==> src/rtl/bcd_alarm_pkg.sv <==
// Shared constants and helpers for the BCD alarm comparator.
// Assumes 8-bit packed BCD fields and a fixed five-field register map.
package bcd_alarm_pkg;
    localparam int FIELD_W    = 8;
    localparam int NUM_FIELDS = 5;
    localparam int ADDR_W     = 3;

    // Field index doubles as register address; ordering is fixed by the map.
    localparam int IDX_SEC  = 0;
    localparam int IDX_MIN  = 1;
    localparam int IDX_HOUR = 2;
    localparam int IDX_DAY  = 3;
    localparam int IDX_MON  = 4;

    typedef enum logic [1:0] {
        KIND_TIME  = 2'd0,
        KIND_DAY   = 2'd1,
        KIND_MONTH = 2'd2
    } field_kind_e;

    // Comparison style used by a given field index.
    function automatic field_kind_e kind_of(input int idx);
        if (idx == IDX_DAY)      return KIND_DAY;
        else if (idx == IDX_MON) return KIND_MONTH;
        else                     return KIND_TIME;
    endfunction

    // Value each alarm byte takes at reset.
    function automatic logic [FIELD_W-1:0] reset_value(input int idx);
        return (idx == IDX_MON) ? 8'hFF : 8'h00;
    endfunction

    // Whether a field exists for the given build options.
    function automatic bit field_present(input int idx, input bit has_day, input bit has_mon);
        if (idx == IDX_DAY)      return has_day;
        else if (idx == IDX_MON) return has_day && has_mon;
        else                     return 1'b1;
    endfunction
endpackage

==> src/rtl/bcd_alarm_field.sv <==
// Compares one alarm byte with one current-time byte.
// KIND_TIME and KIND_MONTH: wildcard when bits 7:6 are both set, else exact match.
// KIND_DAY: wildcard also when bits 5:0 are zero; only bits 5:0 are compared.
module bcd_alarm_field
    import bcd_alarm_pkg::*;
#(
    parameter field_kind_e KIND = KIND_TIME
) (
    input  logic [FIELD_W-1:0] alarm_byte,
    input  logic [FIELD_W-1:0] now_byte,
    output logic               hit
);
    logic wild;

    generate
        if (KIND == KIND_DAY) begin : g_day
            // Day: wildcard on top pair or zero value; compare the six value bits.
            always_comb begin
                wild = (alarm_byte[7] & alarm_byte[6]) | (alarm_byte[5:0] == 6'd0);
                hit  = wild | (now_byte == {2'b00, alarm_byte[5:0]});
            end
        end else begin : g_full
            // Time and month: wildcard on top pair; compare whole byte.
            always_comb begin
                wild = alarm_byte[7] & alarm_byte[6];
                hit  = wild | (now_byte == alarm_byte);
            end
        end
    endgenerate
endmodule

==> src/rtl/bcd_alarm_regs.sv <==
// Alarm byte storage with write strobe and combinational readback.
// Absent optional fields read zero and ignore writes. Day readback masks bits 7:6.
module bcd_alarm_regs
    import bcd_alarm_pkg::*;
#(
    parameter bit HAS_DAY   = 1'b1,
    parameter bit HAS_MONTH = 1'b1
) (
    input  logic                               clk,
    input  logic                               rst_n,
    input  logic                               wr_en,
    input  logic [ADDR_W-1:0]                  addr,
    input  logic [FIELD_W-1:0]                 wdata,
    output logic [NUM_FIELDS-1:0][FIELD_W-1:0] alarm_q,
    output logic [FIELD_W-1:0]                 rdata
);
    logic [FIELD_W-1:0] regs_q [NUM_FIELDS];

    generate
        for (genvar i = 0; i < NUM_FIELDS; i++) begin : g_field
            if (field_present(i, HAS_DAY, HAS_MONTH)) begin : g_on
                // Hold one alarm byte; load it on an addressed write.
                always_ff @(posedge clk) begin
                    if (!rst_n)
                        regs_q[i] <= reset_value(i);
                    else if (wr_en && (addr == ADDR_W'(i)))
                        regs_q[i] <= wdata;
                end
            end else begin : g_off
                assign regs_q[i] = '0;
            end
            assign alarm_q[i] = regs_q[i];
        end
    endgenerate

    // Select the addressed byte for readback; unmapped addresses give zero.
    always_comb begin
        rdata = '0;
        for (int k = 0; k < NUM_FIELDS; k++) begin
            if (addr == ADDR_W'(k))
                rdata = (k == IDX_DAY) ? {2'b00, regs_q[k][5:0]} : regs_q[k];
        end
    end
endmodule

==> src/rtl/bcd_alarm_match.sv <==
// BCD alarm comparator top. It detects the rising edge of the new-second strobe,
// evaluates all field comparators, and registers a one-clock match pulse.
// Assumes 24-hour BCD time inputs that are stable around the tick edge.
module bcd_alarm_match
    import bcd_alarm_pkg::*;
#(
    parameter bit HAS_DAY   = 1'b1,
    parameter bit HAS_MONTH = 1'b1
) (
    input  logic               clk,
    input  logic               rst_n,
    input  logic               reg_wr,
    input  logic [2:0]         reg_addr,
    input  logic [7:0]         reg_wdata,
    output logic [7:0]         reg_rdata,
    input  logic               tick,
    input  logic [7:0]         now_sec,
    input  logic [7:0]         now_min,
    input  logic [7:0]         now_hour,
    input  logic [7:0]         now_day,
    input  logic [7:0]         now_mon,
    output logic               alarm_hit
);
    logic [NUM_FIELDS-1:0][FIELD_W-1:0] alarm_q;
    logic [NUM_FIELDS-1:0][FIELD_W-1:0] now_v;
    logic [NUM_FIELDS-1:0]              field_hit;
    logic                               tick_q;
    logic                               new_sec;
    logic                               hit_q;

    assign now_v = {now_mon, now_day, now_hour, now_min, now_sec};

    bcd_alarm_regs #(
        .HAS_DAY   (HAS_DAY),
        .HAS_MONTH (HAS_MONTH)
    ) u_regs (
        .clk     (clk),
        .rst_n   (rst_n),
        .wr_en   (reg_wr),
        .addr    (reg_addr),
        .wdata   (reg_wdata),
        .alarm_q (alarm_q),
        .rdata   (reg_rdata)
    );

    generate
        for (genvar i = 0; i < NUM_FIELDS; i++) begin : g_cmp
            if (field_present(i, HAS_DAY, HAS_MONTH)) begin : g_on
                bcd_alarm_field #(
                    .KIND (kind_of(i))
                ) u_field (
                    .alarm_byte (alarm_q[i]),
                    .now_byte   (now_v[i]),
                    .hit        (field_hit[i])
                );
            end else begin : g_off
                assign field_hit[i] = 1'b1;
            end
        end
    endgenerate

    assign new_sec = tick & ~tick_q;

    // Remember the strobe level to find its first cycle.
    always_ff @(posedge clk) begin
        if (!rst_n) tick_q <= 1'b0;
        else        tick_q <= tick;
    end

    // Register the match pulse on the first cycle of each new second.
    always_ff @(posedge clk) begin
        if (!rst_n) hit_q <= 1'b0;
        else        hit_q <= new_sec & (&field_hit);
    end

    assign alarm_hit = hit_q;
endmodule

==> config.mk <==
export PLATFORM = sky130hd
export DESIGN_NAME = bcd_alarm_match
export DESIGN_NICKNAME = d
export VERILOG_FILES = /design/src/rtl/bcd_alarm_pkg.sv /design/src/rtl/bcd_alarm_field.sv /design/src/rtl/bcd_alarm_regs.sv /design/src/rtl/bcd_alarm_match.sv
export SDC_FILE = /design/constraint.sdc
export NUM_CORES = 1
export LEC_CHECK = 0
export CAP_MARGIN = 30
export CORE_MARGIN = 5
export CORE_UTILIZATION = 45
export CTS_CLUSTER_SIZE = 20
export DETAILED_ROUTE_END_ITERATION = 8
export GPL_TIMING_DRIVEN = 1
export PLACE_DENSITY = 0.75
export SLEW_MARGIN = 20
export SYNTH_ARGS = -nofsm -noshare
export SYNTH_HDL_FRONTEND = slang
export SYNTH_SLANG_ARGS = --single-unit
==> constraint.sdc <==
create_clock -name clk -period 4.6 [get_ports clk]
set_input_delay 0.46 -clock clk [delete_from_list [all_inputs] [get_ports clk]]
set_output_delay 0.46 -clock clk [all_outputs]
set_load 0.02 [all_outputs]
==> results of run 1 <==
-- cells in the mapped netlist --
master     number  area share, %
a21oi_1         1           0.21
inv_1           8            1.3
or4_1           1           0.32
nand3_1         8            1.7
mux4_1          1            1.1
nand2b_1        1           0.27
buf_2           2           0.42
nor3_1          5            1.1
nand4_1         1           0.27
buf_1           1           0.16
and4bb_2        1           0.53
a22oi_1         4            1.3
dfxtp_1         2            1.7
a31oi_1         2           0.53
mux4_2          5            4.8
xnor2_1         2           0.74
nor2_1          6           0.95
edfxtp_1       40             51
mux2i_1         2           0.85
nand2_1         5           0.80
clkbuf_1        3           0.48
xor2_1         36             13
a2111oi_0       1           0.37
o21ai_0        11            2.3
o31ai_1         2           0.64
nor4_1          8            2.1
and2_1         33            8.7
or3_1           8            2.1
-- state kept, by name, summed over array words and instances (netlist names) --
register / count
u_regs.regs_q: 40
alarm_hit: 1
tick_q: 1
-- worst max-delay path, cell delays in order --
cell and delay, ns:
clkdlybuf4s50_1 0.89, mux4_1 0.65, inv_1 0.06, o21ai_0 0.07
clkdlybuf4s50_1 0.55
-- stage by stage --
stage	utilization, %	hold WS, ns
2_1_floorplan	-	0.5349
3_3_place_gp	59.92	0.5403
3_5_place_dp	60.22	0.5390
4_1_cts	61.88	0.5493
5_1_grt	62.08	0.5536
6_report	62.08	0.5479
-- final cells by class --
cell class	instances	area (sq um)	share of cell area, %
Timing Repair Buffer	68	658.1	20.76
Sequential cell	42	1241	39.15
Clock buffer	5	68.82	2.170
Inverter	8	30.03	0.9471
Clock inverter	3	16.27	0.5130
Tap cell	70	87.58	2.762
Multi-Input combinational cell	144	1069	33.70
-- routing by layer --
layer	up-vias	track usage (%)	part of all wire, %
li1	868	-	-
met1	836	24.75	39
met2	66	35.18	51
met3	12	3.905	7.0
met4	0	7.641	2.3
met5	-	0	0
-- worst paths after layout --
path,slack (ns),end,from,depth (start not counted)
max reg2reg,2.31,alarm_hit,u_regs.regs_q[3][3],5
min reg2reg,0.55,alarm_hit,tick_q,1
max,1.46,reg_rdata[3],reg_addr[0],5
min,0.55,alarm_hit,tick_q,1
-- power breakdown --
part	internal, mW	switching [mW]	total [mW]
combinational	0.0904	0.0708	0.161
sequential	0.444	0.0239	0.468
clock	0.104	0.122	0.226
-- cells by family (layout without fill, tap and decap cells) --
logic type / count (synthesis) / count (layout) / synth area share, %
buf+inv: 14 / 84 / 2.333
xor+xnor: 38 / 38 / 14.10
simple gates: 77 / 77 / 18.88
compound gates: 21 / 21 / 5.355
flops: 42 / 42 / 52.60
mux: 8 / 8 / 6.734
==> impl_metrics.csv, run 1 <==
group,metric,value,unit
run_status,outcome,"finished clean",
timing,rsz0062_at_grt,"no",
clock_network,path_clk_slew,0.07,ns
finish,nFillCells,442,
clock_network,cts.sinks,42,
finish,final_cell_mix,"clkdlybuf4s50_1 (63), edfxtp_1 (40), xor2_1 (36), and2_1 (33), o21ai_0 (11)",
clock_network,cts_hold_buf,0,
pwr,ir_worst_vdd,0.1703,mV
timing,final_max_slew_viol_count,0,
yosys,yosysSeqAreaShare,52.60,%
clock_network,clock_latency,0.30,ns
route,dr.pass1.iters,4,
floorplanning,die_width,82.42,microns
route,wl_per_cell,18.50,microns
floorplanning,die_area,6792,sq um
global_routing,grt_remaining_overflow,0,
yosys,ys_seq_elements,42,
floorplanning,num_io_pins,64,
worst_setup_path,path_class,"in2out",
worst_setup_path,setup.worst_path.end_class,"output port",
finish,final_cell_area,3171,sq um
yosys,syn_area,2360,sq um
yosys,yosysWarnings,0,
worst_setup_path,crit_arrival,2.68,ns
clock_network,cts_tree,"yes",
finish,fin_nets,324,
pwr,power,0.8554,mW
route,antenna_left,0,
timing,tns,0,ns
clock_network,h-tree-depth,2,
route,drt_iter0_drc,96,
timing,clock_skew,0.007376,ns
floorplanning,start_util,46.20,%
timing,relSlewSlack,46.96,%
clock_network,post_cts_buffers,0,
clock_network,cts.repair.resized,0,
global_routing,track_usage,20.24,%
placed_design,dp_slack,1.434,ns
timing,worst_pin_slew,0.7756,ns
clock_network,clk_path_buf_depth,2,
finish,antenna_cells,0,
timing,max_clock_freq,0.3184,GHz
timing,period_share,68.27,%
finish,areaGrowthSynthToFinish,34.36,%
finish,drive_gt1_share,7.037,%
pwr,power.leakage,1.139,nW
finish,instances_no_fill,340,
placed_design,placed_area,3075,sq um
global_routing,grt_pass1_vias,1859,
timing,setup-violations-final,0,
route,num_vias,1782,
job,cap_violations,0,
placed_design,place_congestion,0.9748,
route,via_per_inst,5.241,
placed_design,dp_cells,331,
global_routing,grt_max_degree,21,
clock_network,clock-root-buffer,"clkbuf_8",
pwr,p_per_area,269.8,nW/um^2
min_path,worstHoldPathType,"reg2reg",
timing,min_period,3.141,ns
worst_setup_path,worst-path-max-fanout,14,
floorplanning,coreArea,5107,sq um
route,routed_wl,6289,microns
worst_setup_path,worstPathRequired,4.14,ns
timing,hold_viol,0,
yosys,synth_cell_types,28,
timing,finalWorstSetupSlack,1.459,ns
global_routing,grt_pass1_wl,9597,microns
yosys,syn-num-nets,255,
worst_setup_path,worstSetupStartpointType,"input port",
placed_design,dpl.hpwl,5082,microns
yosys,synthCells,200,
route,drc,0,
clock_network,cts_buffers,5,
placed_design,port_buffers,63,
floorplanning,die_h,82.42,microns
floorplanning,num_rows,26,
finish,layout_commonest_cell,"clkdlybuf4s50_1",
yosys,syn_avg_cell_area,11.80,sq um
global_routing,antenna_found_initial,0,
Note: power is estimated with default switching activity, not from simulation.
==> run 2: changes to the inputs <==
- CORE_UTILIZATION: 45 -> 44
- PLACE_DENSITY: 0.75 -> 0.77
- clock period: 4.6 -> 2.75 ns (I/O delays scaled with it)
==> run 2 against run 1 <==
Critical endpoint is now reg_rdata[5]. Clock skew shrank 0.0037 ns. Combinational power is 71% higher. Clock-buffer cell count unchanged. Clock power is 70% higher. Highest routed layer unchanged. Largest power group unchanged.
==> impl_metrics.csv, run 2 (synthesized netlist as in run 1, its figures left out) <==
group,metric,value,unit
run_status,outcome,"finished clean",
floorplanning,die_width,83.24,microns
worst_setup_path,max_stage_delay,0.56,ns
worst_setup_path,path_class,"in2out",
route,antenna_left,0,
finish,regMostFlops,"u_regs.regs_q",
worst_setup_path,reg2reg_slack,0.68,ns
pwr,p_per_area,449.0,nW/um^2
worst_setup_path,cp_slowest_cell,"clkdlybuf4s50_1",
pwr,power.leakage,1.167,nW
clock_network,cts.repair.resized,0,
timing,min_period,2.555,ns
floorplanning,num_io_pins,64,
global_routing,grt_pass1_wl,10160,microns
timing,relSlewSlack,57.69,%
placed_design,place_congestion,0.9425,
min_path,worstHoldPathType,"reg2reg",
clock_network,path_clk_slew,0.08,ns
worst_setup_path,worstPathCellList,"clkdlybuf4s50_1, buf_4, mux4_2, inv_1, o21ai_0, clkdlybuf4s50_1",
finish,areaGrowthSynthToFinish,36.16,%
global_routing,grt_max_degree,20,
finish,antenna_cells,0,
clock_network,clock_latency,0.30,ns
route,num_vias,1826,
clock_network,post_cts_buffers,0,
global_routing,grt_remaining_overflow,0,
clock_network,cts_hold_buf,0,
worst_setup_path,crit_arrival,2.28,ns
clock_network,h-tree-depth,2,
min_path,holdPathStages,1,
timing,worst_pin_slew,0.6298,ns
clock_network,clock-root-buffer,"clkbuf_8",
worst_setup_path,crit_cells,6,
placed_design,dp_slack,0.2112,ns
floorplanning,die_h,83.24,microns
timing,final_max_slew_viol_count,0,
finish,drive_gt1_share,8.364,%
global_routing,antenna_found_initial,0,
timing,clock_skew,0.003627,ns
finish,fin_nets,329,
route,drt_iter0_drc,163,
route,dr.pass1.iters,4,
floorplanning,start_util,45.62,%
worst_setup_path,cp-endpoint,"reg_rdata[5]",
timing,setup-violations-final,0,
route,wl_per_cell,18.59,microns
route,drc,0,
finish,layout_commonest_cell,"clkdlybuf4s50_1",
worst_setup_path,worst_path_most_repeated_cell,"clkdlybuf4s50_1",
floorplanning,coreArea,5172,sq um
timing,tns,0,ns
placed_design,port_buffers,63,
clock_network,cts_buffers,5,
worst_setup_path,regToRegStartpoint,"u_regs.regs_q[3][2]",
clock_network,cts.sinks,42,
floorplanning,die_area,6928,sq um
worst_setup_path,startpoint,"reg_addr[0]",
timing,finalWorstSetupSlack,0.1947,ns
clock_network,clk_path_buf_depth,2,
worst_setup_path,path_buf_inv,4,
global_routing,grt_pass1_vias,1868,
finish,final_cell_mix,"clkdlybuf4s50_1 (63), edfxtp_1 (40), xor2_1 (36), and2_1 (33), o21ai_0 (11)",
worst_setup_path,worstPathRequired,2.48,ns
timing,period_share,92.92,%
clock_network,cts_tree,"yes",
worst_setup_path,ff2ff_path_depth,6,
job,cap_violations,0,
worst_setup_path,worst-path-max-fanout,12,
finish,largest_register_ffs,40,
timing,hold_viol,0,
worst_setup_path,worstSetupStartpointType,"input port",
floorplanning,num_rows,26,
worst_setup_path,r2r-end,"alarm_hit",
route,via_per_inst,5.293,
route,routed_wl,6412,microns
timing,max_clock_freq,0.3914,GHz
placed_design,dpl.hpwl,5150,microns
worst_setup_path,path_delay_family,"buffers and inverters",
global_routing,track_usage,19.17,%
worst_setup_path,setup.worst_path.end_class,"output port",
pwr,ir_worst_vdd,0.2756,mV
timing,rsz0062_at_grt,"no",
## run 2: cell type report
type | count | area, sq um
fill | 434 | 1959
clock inverter | 3 | 16.27
multi-input combinational | 144 | 1064
tap | 70 | 87.58
timing repair buffer | 73 | 705.7
inverter | 8 | 30.03
sequential | 42 | 1241
clock buffer | 5 | 68.82
## run 2: per-stage QoR
step | hold WS [ns] | util (%) | instances | power (mW) | cell area (sq um)
after floorplan | 0.4113 | - | 200 | 0.9071 | 2360
after global placement | 0.5427 | 60.47 | 337 | 1.067 | 3128
after detailed placement | 0.5411 | 60.47 | 337 | 1.073 | 3128
after CTS | 0.5515 | 62.12 | 345 | 1.441 | 3213
after global routing | 0.5589 | 62.12 | 345 | 1.499 | 3213
final | 0.5505 | 62.12 | 345 | 1.443 | 3213
## run 2: worst min path at each step
stage,endpoint,start,slack [ns]
after global placement,alarm_hit,tick_q,0.54
after CTS,alarm_hit,tick_q,0.55
after floorplan,tick_q,rst_n,0.41
after global routing,alarm_hit,tick_q,0.56
after detailed placement,alarm_hit,tick_q,0.54
final,alarm_hit,tick_q,0.55
## run 2: metal layers
metal	GRT usage [%]	wire length (microns)
met1	24.45	2646
met2	31.78	3132
met3	4.752	492
met4	6.389	140
met5	0	0
## run 2: power breakdown
| group | internal, mW | total (mW) | leakage (nW) | switching, mW |
|---|---|---|---|---|
| Sequential | 0.743 | 0.783 | 0.405 | 0.0402 |
| Clock | 0.174 | 0.384 | 0.0416 | 0.210 |
| Combinational | 0.156 | 0.276 | 0.720 | 0.119 |
| Total | 1.07 | 1.44 | 1.17 | 0.370 |
## run 2: worst register-to-register path: stages (launching register included)
cell	delay, ns
edfxtp_1	0.47
or4_1	0.52
nor3_1	0.16
a21oi_1	0.07
a2111oi_0	0.40
buf_4	0.19
and4bb_2	0.21
